==> src/rtl/ref_resync_pkg.sv <==
package ref_resync_pkg;
  // Edge choice applied to the synchronised reference
  typedef enum logic {
    EDGE_RISE = 1'b0,
    EDGE_FALL = 1'b1
  } edge_mode_e;

  localparam int unsigned DEF_PULSE_W     = 8;
  localparam int unsigned DEF_SYNC_STAGES = 2;
endpackage

==> src/rtl/sync_chain.sv <==
module sync_chain #(
  parameter int unsigned WIDTH  = 2,
  parameter int unsigned STAGES = 2
) (
  input  logic             clk,
  input  logic             rst,
  input  logic [WIDTH-1:0] d_async,
  output logic [WIDTH-1:0] q_sync
);
  logic [WIDTH-1:0] stg [STAGES];

  for (genvar s = 0; s < STAGES; s++) begin : g_stage
    if (s == 0) begin : g_first
      always_ff @(posedge clk) begin
        if (rst) stg[0] <= '0;
        else     stg[0] <= d_async;
      end
    end else begin : g_next
      always_ff @(posedge clk) begin
        if (rst) stg[s] <= '0;
        else     stg[s] <= stg[s-1];
      end
    end
  end

  assign q_sync = stg[STAGES-1];
endmodule

==> src/rtl/edge_pick.sv <==
module edge_pick
  import ref_resync_pkg::*;
(
  input  logic       clk,
  input  logic       rst,
  input  logic       lvl,
  input  edge_mode_e mode,
  output logic       hit
);
  logic lvl_d;

  always_ff @(posedge clk) begin
    if (rst) lvl_d <= 1'b0;
    else     lvl_d <= lvl;
  end

  always_comb begin
    unique case (mode)
      EDGE_FALL: hit = lvl_d & ~lvl;
      default:   hit = ~lvl_d & lvl;
    endcase
  end
endmodule

==> src/rtl/pulse_shaper.sv <==
module pulse_shaper #(
  parameter int unsigned PULSE_W = 8
) (
  input  logic clk,
  input  logic rst,
  input  logic hit,
  input  logic coast_act,
  output logic out_n,
  output logic det_en,
  output logic det_evt
);
  localparam int unsigned CW = (PULSE_W > 1) ? $clog2(PULSE_W) : 1;
  localparam int unsigned RW = $clog2(PULSE_W + 1) + 1;

  logic [CW-1:0] cnt;
  logic          take;

  // Only an idle shaper accepts an edge; busy-time edges are dropped
  assign take = hit & out_n;

  always_ff @(posedge clk) begin
    if (rst) begin
      out_n   <= 1'b1;
      cnt     <= '0;
      det_en  <= 1'b1;
      det_evt <= 1'b0;
    end else begin
      det_evt <= 1'b0;
      if (take) begin
        out_n   <= 1'b0;
        cnt     <= CW'(PULSE_W - 1);
        det_en  <= ~coast_act;
        det_evt <= ~coast_act;
      end else if (!out_n) begin
        if (cnt == '0) out_n <= 1'b1;
        else           cnt   <= cnt - 1'b1;
      end
    end
  end

  // Checker: length of the current low run
  logic [RW-1:0] low_run;
  always_ff @(posedge clk) begin
    if (rst)        low_run <= '0;
    else if (!out_n) low_run <= low_run + 1'b1;
    else            low_run <= '0;
  end

  // low run never exceeds PULSE_W
  a_r3_low_bound: assert property (@(posedge clk) disable iff (rst)
    !out_n |-> (low_run <= RW'(PULSE_W - 1)));
  // a finished pulse was exactly PULSE_W long
  a_r3_low_exact: assert property (@(posedge clk) disable iff (rst)
    $rose(out_n) |-> (low_run == RW'(PULSE_W)));
  // event lasts one cycle
  a_r5_evt_single: assert property (@(posedge clk) disable iff (rst)
    det_evt |=> !det_evt);
  // event only at the start of a pulse
  a_r5_evt_at_start: assert property (@(posedge clk) disable iff (rst)
    det_evt |-> $fell(out_n));
  // no event while the detector is disconnected
  a_r6_evt_needs_en: assert property (@(posedge clk) disable iff (rst)
    det_evt |-> det_en);
  // enable level moves only when a pulse starts
  a_r8_en_at_start: assert property (@(posedge clk) disable iff (rst)
    !$stable(det_en) |-> $fell(out_n));
endmodule

==> src/rtl/ref_resync.sv <==
module ref_resync
  import ref_resync_pkg::*;
#(
  parameter int unsigned PULSE_W     = DEF_PULSE_W,
  parameter int unsigned SYNC_STAGES = DEF_SYNC_STAGES
) (
  input  logic clk,
  input  logic rst,
  input  logic ref_ain,
  input  logic coast_ain,
  input  logic edge_fall_sel,
  input  logic coast_low_act,
  output logic ref_out_n,
  output logic pfd_enable,
  output logic pfd_event
);
  logic [1:0] raw_in;
  logic [1:0] synced;
  logic       ref_lvl;
  logic       coast_lvl;
  logic       coast_act;
  logic       hit;
  edge_mode_e mode;

  assign raw_in = {coast_ain, ref_ain};

  sync_chain #(
    .WIDTH  (2),
    .STAGES (SYNC_STAGES)
  ) u_sync (
    .clk     (clk),
    .rst     (rst),
    .d_async (raw_in),
    .q_sync  (synced)
  );

  assign ref_lvl   = synced[0];
  assign coast_lvl = synced[1];
  assign coast_act = coast_lvl ^ coast_low_act;
  assign mode      = edge_mode_e'(edge_fall_sel);

  edge_pick u_edge (
    .clk  (clk),
    .rst  (rst),
    .lvl  (ref_lvl),
    .mode (mode),
    .hit  (hit)
  );

  pulse_shaper #(
    .PULSE_W (PULSE_W)
  ) u_shape (
    .clk       (clk),
    .rst       (rst),
    .hit       (hit),
    .coast_act (coast_act),
    .out_n     (ref_out_n),
    .det_en    (pfd_enable),
    .det_evt   (pfd_event)
  );

  // outputs idle one cycle after reset
  a_r1_reset_idle: assert property (@(posedge clk)
    $past(rst) |-> (ref_out_n && !pfd_event && pfd_enable));
endmodule

==> config.mk <==
export PLATFORM = sky130hd
export DESIGN_NAME = ref_resync
export DESIGN_NICKNAME = d
export VERILOG_FILES = /design/src/rtl/ref_resync_pkg.sv /design/src/rtl/sync_chain.sv /design/src/rtl/edge_pick.sv /design/src/rtl/pulse_shaper.sv /design/src/rtl/ref_resync.sv
export SDC_FILE = /design/constraint.sdc
export NUM_CORES = 1
export LEC_CHECK = 0
export ABC_AREA = 1
export BUFFER_PORTS_ARGS = -buffer_cell sky130_fd_sc_hd__buf_2
export CAP_MARGIN = 20
export CORE_AREA = 4 4 41 43
export DETAILED_ROUTE_END_ITERATION = 16
export DIE_AREA = 0 0 45 47
export SKIP_LAST_GASP = 1
export SYNTH_ARGS = -nofsm -noshare
export SYNTH_HDL_FRONTEND = slang
export SYNTH_SLANG_ARGS = --single-unit
export TNS_END_PERCENT = 10
==> constraint.sdc <==
create_clock -name clk -period 2.5 [get_ports clk]
set_input_delay 0.125 -clock clk [delete_from_list [all_inputs] [get_ports clk]]
set_output_delay 0.125 -clock clk [all_outputs]
set_load 0.03 [all_outputs]
== Yosys cells after proc, flatten, opt, wreduce, memory -nomap -nowiden ==
Memory sizes are Yosys's and may differ from the RTL's.
Index checks and enable logic that the tools add are counted.
Cells by class
  add/sub/neg operators: 1
  equality and inequality tests: 2
  mux-type cells: 12
  bitwise operators: 10
  reduce and logical (&&, ||, !) cells: 3
Operators by type and width (count)
  $mux W3: 3
  $mux W1: 7
  $mux W2: 2
  $not A1 Y1: 4
  $and A1 B1 Y1: 3
  $logic_not A3 Y1: 1
  $sub A3 B1 Y3 const B: 1
  $ne A2 B1 Y1 const B: 1
  $ne A2 B2 Y1 const B: 1
  $or A1 B1 Y1: 2
  $reduce_and A2 Y1: 1
  $reduce_or A2 Y1: 1
  $xor A1 B1 Y1: 1
Word-level totals
  bits in registers: 7
  memory bits (writable): 4
  input bits: 6
  output and inout port bits: 3
  logic and storage cells: 34
  memories kept: 1
Memory list
  u_sync.stg: words 2, bits a word 2, read ports 2, clocked after Yosys merged registers in 0, wr ports 2, RTL line sync_chain.sv:10  | logic [WIDTH-1:0] stg [STAGES];

== Logic depth before layout (Yosys ltp) ==
Gate-level depths: netlist of run 1.
  depth after elaboration: 6
  gate-level depth with buffers: 8
  mapped depth without buffers: 8

== Modules after synthesis ==
A second synthesis of run 1 with hierarchy kept.
Unflattened totals
  cell total of the unflattened synthesis: 65
  area, all modules: 460.4 um^2
Modules (own cells, without submodules)
  pulse_shaper: times used 1, cells each 40, area an instance 282.8 um^2, seq. area each 120.1 um^2
  sync_chain: times used 1, cells each 12, area an instance 110.1 um^2, seq. area each 80.1 um^2
  edge_pick: times used 1, cells each 8, area an instance 48.8 um^2, seq. area each 20.0 um^2
  ref_resync: times used 1, cells each 5, area an instance 18.8 um^2, seq. area each 0.0 um^2

== Least setup slack after synthesis of run 1 ==
OpenSTA, ideal clock, no wires.
  path type: flip-flop to flip-flop
  start point: register u_shape.out_n
  end point: register u_shape.cnt[1]
  setup time: 70 ps
  arrival time: 964 ps
  data required time: 2430 ps
  path slack: 1466 ps
  cell stages (with the launch flop): 7
  path buffers: 0
  clock period less this slack: 1034 ps
  cells stage by stage: dfxtp_1 > inv_1 > nand2_2 > inv_2 > nand2_1 > nand2_1 > a21oi_1
Between the ends
  word-level cells in the longest chain between the ends: 3
  elaborated cells between the ends (all ways): 5
  those cells by class: eq/ne: 2; mux: 1; bitwise: 1; reduce/logical: 1
RTL lines
  start: declaration: RTL line pulse_shaper.sv:8  | output logic out_n,
  start signal: assignment: RTL line pulse_shaper.sv:23  | out_n <= 1'b1;
  start signal: assignment: RTL line pulse_shaper.sv:30  | out_n <= 1'b0;
  start signal: assignment: RTL line pulse_shaper.sv:35  | if (cnt == '0) out_n <= 1'b1;
  $and A1 B1 Y1: RTL line pulse_shaper.sv:19  | assign take = hit & out_n;
  $ne A2 B2 Y1 (no line) / $ne A2 B1 Y1 (equally long branches)
  $reduce_and A2 Y1 (no line)
  end signal: assignment: RTL line pulse_shaper.sv:31  | cnt <= CW'(PULSE_W - 1);
  end signal: assignment: RTL line pulse_shaper.sv:36  | else cnt <= cnt - 1'b1;
  end: declaration: RTL line pulse_shaper.sv:15  | logic [CW-1:0] cnt;
Parallel ways exist; a longest one is shown, timed or not.
A chain may end at the register's enable or synchronous reset.

== Final worst setup path of run 1 ==
  start point: register u_shape.cnt[0]
  end point: register u_shape.cnt[1]
Between the ends
  word-level cells in the longest chain between the ends: 4
  elaborated cells between the ends (all ways): 7
  those cells by class: add/sub: 1; eq/ne: 1; mux: 3; reduce/logical: 2
RTL lines
  $sub A3 B1 Y3: RTL line pulse_shaper.sv:36
  $mux W3: RTL line pulse_shaper.sv:35
  $mux W3: RTL line pulse_shaper.sv:34  | end else if (!out_n) begin
  $mux W3: RTL line pulse_shaper.sv:29  | if (take) begin
Parallel ways exist; a longest one is shown, timed or not. The select of a mux whose other input is x is not followed.

==> results.json, run 1 <==
{
  "core-area_um2": 1300,
  "final-hold-violation-count": 0,
  "grt_max_degree": 10,
  "gr-total-overflow": 0,
  "worst_clock_skew_ns": 0.00176,
  "synth_top_area_cell": "dfxtp_1",
  "worst-path-max-fanout": 4,
  "fin_nets": 79,
  "drive_gt1_frac": 0.200,
  "post_cts_buffers": 0,
  "worst_ep_arrival_time_ns": 1.23,
  "grt_antenna_before_repair": 0,
  "yosys_warnings": 0,
  "dieHeight_um": 47,
  "synth_cells": 59,
  "rsz0062_at_grt": "no",
  "path_class": "flip-flop to flip-flop",
  "antenna_left": 0,
  "yosysUniqueCellTypes": 12,
  "leakage_nw": 0.282,
  "wirelength_um": 700,
  "grt_first_pass_wirelength_mm": 1.40,
  "ctsLongestPathBuffers": 2,
  "grt_usage": 0.0968,
  "cts_made_buffers": 3,
  "synthTopCellsByArea": "dfxtp_1 50%, inv_1 11%, nand2_1 11%, nand3_1 6.8%, ha_1 5.7%",
  "slew_violations": 0,
  "syn-cell-area_um2": 440,
  "gp_congestion": 0.721,
  "die_w_um": 45,
  "routedWlPerCell_um": 8.24,
  "drcViolationCount": 0,
  "cts.sinks": 11,
  "cts.htree.levels": 1,
  "setup_viol": 0,
  "final.setup.tns_ns": 0,
  "start_util": 0.338,
  "num_antenna_cells": 0,
  "hold-worst-slack_ns": 0.0587,
  "syn_area_per_cell_um2": 7.46,
  "syn_to_final_growth_pct": 18.5,
  "internal_power_uw": 259,
  "place_area_um2": 495,
  "vias": 361,
  "cts-resized-gates": 0,
  "required_ns": 2.66,
  "num_rows": 13,
  "tightest_slew_ns": 0.155,
  "vias_per_cell": 4.25,
  "cp-start-kind": "flip-flop",
  "synth-seq-cells": 11,
  "drt_iter0_drc": 4,
  "max_freq_mhz": 928,
  "postCtsHoldBufs": 0,
  "switchingPower_uw": 81.2,
  "cts_tree": "done",
  "die-area_um2": 2120,
  "endpoint_kind": "flip-flop",
  "power_frac_comb": 0.106,
  "layout_worst_path_cycle_share": 0.431,
  "min_period_ns": 1.08,
  "io-pin-count": 9,
  "finalPower_uw": 340,
  "post-dp-hpwl_um": 549,
  "drv_cap": 0,
  "drtPass1Iterations": 3,
  "share_seq_of_total_power": 0.548,
  "worstHoldPathType": "input port to flip-flop",
  "synth_top_area_frac": 0.500,
  "status": "finished clean",
  "final_area_um2": 522,
  "synth-seq-area-share": 0.500,
  "cts-root-buf": "clkbuf_4",
  "syn-num-nets": 67,
  "p_sw_frac": 0.238,
  "clk_latency_ns": 0.27,
  "port_buffers": 8,
  "pwr-share-clk": 0.346,
  "fillers": 153,
  "ir_drop_mv": 0.284,
  "slew_headroom": 0.897,
  "cts.clk_slew.worst_paths_ns": 0.06,
  "cellPowerDensity_nw_per_um2": 652,
  "grt_pass1_vias": 374,
  "layout_common_cells": "13 x inv_1, 13 x nand2_1, 11 x dfxtp_1, 8 x buf_2"
}
power groups by stage:
stage	Combinational [mW]	Clock, mW	Sequential, mW
finish	0.0360	0.118	0.187
detailed placement	0.0367	0	0.191
floorplan	0.0241	0	0.193
global route	0.0433	0.133	0.188
global placement	0.0360	0	0.190
CTS	0.0369	0.123	0.187
layout make-up:
class	count	area, µm²	area share
Tap cell	15	18.8	0.0360
Inverter	14	52.6	0.101
Clock buffer	4	26.3	0.0504
Sequential cell	11	220	0.422
Timing Repair Buffer	8	40.0	0.0767
Multi-Input combinational cell	33	164	0.314
routing by layer:
metal / global-route usage / routed length (µm)
met1: 0.0991 / 299
met2: 0.150 / 309
met3: 0.0421 / 59
met4: 0.0877 / 32
met5: 0 / 0
critical path, stage by stage (launching register included):
cell     delay [ns]
dfxtp_1        0.32
inv_1          0.07
ha_1           0.21
nand2_2        0.09
nand2_2        0.08
inv_2          0.06
nand2_1        0.04
nand2_1        0.05
a21oi_1        0.05
per-stage QoR:
stage | util | instances | setup slack (ns)
after floorplan | - | 59 | 1.47
after global placement | 0.381 | 81 | 1.44
after detailed placement | 0.381 | 81 | 1.42
after CTS | 0.401 | 85 | 1.41
after global routing | 0.401 | 85 | 1.29
final | 0.401 | 85 | 1.42
final timing paths:
| check | cells after the start | start | slack [ns] | end |
|---|---|---|---|---|
| worst max-delay path | 8 | u_shape.cnt[0] | 1.42 | u_shape.cnt[1] |
| worst min-delay path | 3 | ref_ain | 0.06 | u_sync.stg[0][0] |
| worst min register to register | 2 | u_sync.stg[0][1] | 0.41 | u_sync.stg[1][1] |
| worst max register to register | 8 | u_shape.cnt[0] | 1.42 | u_shape.cnt[1] |
registers in the layout, summed over array words and instances (netlist names):
| signal | flops |
|---|---|
| u_shape.out_n | 1 |
| u_edge.lvl_d | 1 |
| u_shape.cnt | 3 |
| u_sync.stg | 4 |
| u_shape.det_evt | 1 |
| u_shape.det_en | 1 |
cell families after synthesis:
| logic type | synth area share |
|---|---|
| AOI/OAI and AO/OA | 0.0227 |
| xor gates and xnor gates | 0.0199 |
| adders and majority gates | 0.0568 |
| buffers and inverters | 0.128 |
| DFF | 0.500 |
| and+or+nand+nor | 0.273 |
cells in the mapped netlist (all sizes together):
library cell	number
nand4	1
clkbuf	1
nand2	15
dfxtp	11
inv	14
nor2	6
ha	2
a21oi	2
nand3	6
xnor2	1
No activity file was read; power rests on OpenSTA's default activity.
==> inputs of run 2 (changes only) <==
Clock period 2.5 ns to 0.9 ns, I/O delays scaled along.
==> results.json, run 2 (synthesis gave the netlist of run 1 again) <==
{
  "grt_first_pass_wirelength_mm": 1.31,
  "routedWlPerCell_um": 8.64,
  "fin_nets": 84,
  "drtPass1Iterations": 4,
  "required_ns": 1.05,
  "worst_clock_skew_ns": 0.00234,
  "gp_congestion": 0.703,
  "setup_viol": 5,
  "cts.clk_slew.worst_paths_ns": 0.07,
  "tightest_slew_ns": 0.165,
  "worst_ep_arrival_time_ns": 1.14,
  "ctsLongestPathBuffers": 2,
  "io-pin-count": 9,
  "grt_max_degree": 10,
  "die_w_um": 45,
  "dp_cells": 83,
  "post-route-util": 0.464,
  "cts.htree.levels": 1,
  "endpoint_kind": "flip-flop",
  "cellPowerDensity_nw_per_um2": 1640,
  "violations": "negative setup slack",
  "layout_common_cells": "12 x nand2_1, 11 x inv_1, 8 x buf_2, 8 x dfxtp_1, 6 x nor2_1",
  "min_period_ns": 0.985,
  "cts_made_buffers": 3,
  "leakage_nw": 0.319,
  "cts.sinks": 11,
  "dieHeight_um": 47,
  "status": "finished with violations",
  "ir_drop_mv": 0.763,
  "die-area_um2": 2120,
  "layout_worst_path_cycle_share": 1.09,
  "regMostFlops": "u_sync.stg",
  "grt_usage": 0.0930,
  "gr-total-overflow": 0,
  "core-area_um2": 1300,
  "drv_cap": 0,
  "rsz0062_at_grt": "yes",
  "seq_area_um2": 224,
  "worst-path-max-fanout": 4,
  "clk_latency_ns": 0.26,
  "reg_top3": "u_sync.stg: 4 flops, u_shape.cnt: 3 flops",
  "max_freq_mhz": 1010,
  "drive_gt1_frac": 0.360,
  "cp-start-kind": "flip-flop",
  "final-hold-violation-count": 0,
  "finalPower_uw": 992,
  "multi_input_area_um2": 200,
  "largest_register_ffs": 4,
  "start_util": 0.338,
  "final_area_um2": 604,
  "num_rows": 13,
  "vias_per_cell": 4.26,
  "final_common_cell": "nand2_1",
  "fin_cells": 90,
  "vias": 383,
  "num_antenna_cells": 0,
  "port_buffers": 8,
  "worstHoldPathType": "input port to flip-flop",
  "grt_pass1_vias": 335,
  "wirelength_um": 778,
  "place_area_um2": 526,
  "cts-root-buf": "clkbuf_4",
  "post-dp-hpwl_um": 548,
  "dpl_worst_slack_ns": -0.0856,
  "fillers": 140,
  "drcViolationCount": 0,
  "cts_tree": "done",
  "slew_violations": 0,
  "path_class": "flip-flop to flip-flop",
  "grt_antenna_before_repair": 0,
  "drt_iter0_drc": 6,
  "finalWorstSetupSlack_ns": -0.0853,
  "antenna_left": 0,
  "syn_to_final_growth_pct": 37.2,
  "slew_headroom": 0.890
}
-- run 2: cell count changes in the layout (fill, tap and decap cells not counted), moves of 2 or more --
cell,previous run,this run
inv_2,1,3
dlygate4sd3_1,0,2
nand2_4,0,2
buf_4,0,3
inv_1,13,11
dfxtp_2,0,3
ha_1,2,0
dfxtp_1,11,8
-- run 2: per-layer routing --
metal | vias to the layer above | global-route usage | wire, µm
li1 | 208 | - | -
met5 | - | 0 | 0
met4 | 0 | 0.0526 | 0
met3 | 0 | 0.0766 | 61
met2 | 11 | 0.127 | 358
met1 | 164 | 0.0995 | 358
-- run 2: what timing repair did --
item	CTS	global route
pin swaps	0	1
endpoints found under the hold margin	2	0
setup buffers	0	1
endpoints found under the setup margin	4	8
hold buffers	2	0
gates resized for setup	1	6
-- run 2: stage by stage --
stage / hold WS, ns / TNS, ns
2_1_floorplan: 0.152 / -0.107
3_3_place_gp: 0.246 / -0.225
3_5_place_dp: 0.258 / -0.238
4_1_cts: 0.0402 / -0.253
5_1_grt: 0.0299 / -0.785
6_report: 0.0386 / -0.260
-- run 2: critical path, stage by stage (launching register included) --
cell and delay, ns:
dfxtp_2 0.33, inv_2 0.05, ha_4 0.15, nand2_4 0.07
nand2_4 0.06, inv_2 0.05, nand2_1 0.04, nand2_1 0.06
a21oi_2 0.05
-- run 2: power breakdown --
part | total [mW] | internal [mW] | switching (mW)
Clock | 0.330 | 0.171 | 0.159
Combinational | 0.140 | 0.0632 | 0.0770
Sequential | 0.521 | 0.511 | 0.0105
Total | 0.992 | 0.745 | 0.246
-- run 2: final cells by class --
type | instances | area share
tap | 15 | 0.0311
timing repair buffer | 13 | 0.137
multi-input combinational | 33 | 0.331
sequential | 11 | 0.371
inverter | 14 | 0.0870
clock buffer | 4 | 0.0435
-- run 2: final timing paths --
path / start / to / slack, ns / cells past startpoint
setup / recovery: u_shape.cnt[0] / u_shape.cnt[1] / -0.09 / 8
hold / removal: rst / u_shape.cnt[1] / 0.04 / 2
setup reg to reg: u_shape.cnt[0] / u_shape.cnt[1] / -0.09 / 8
hold reg to reg: u_sync.stg[0][0] / u_sync.stg[1][0] / 0.40 / 2
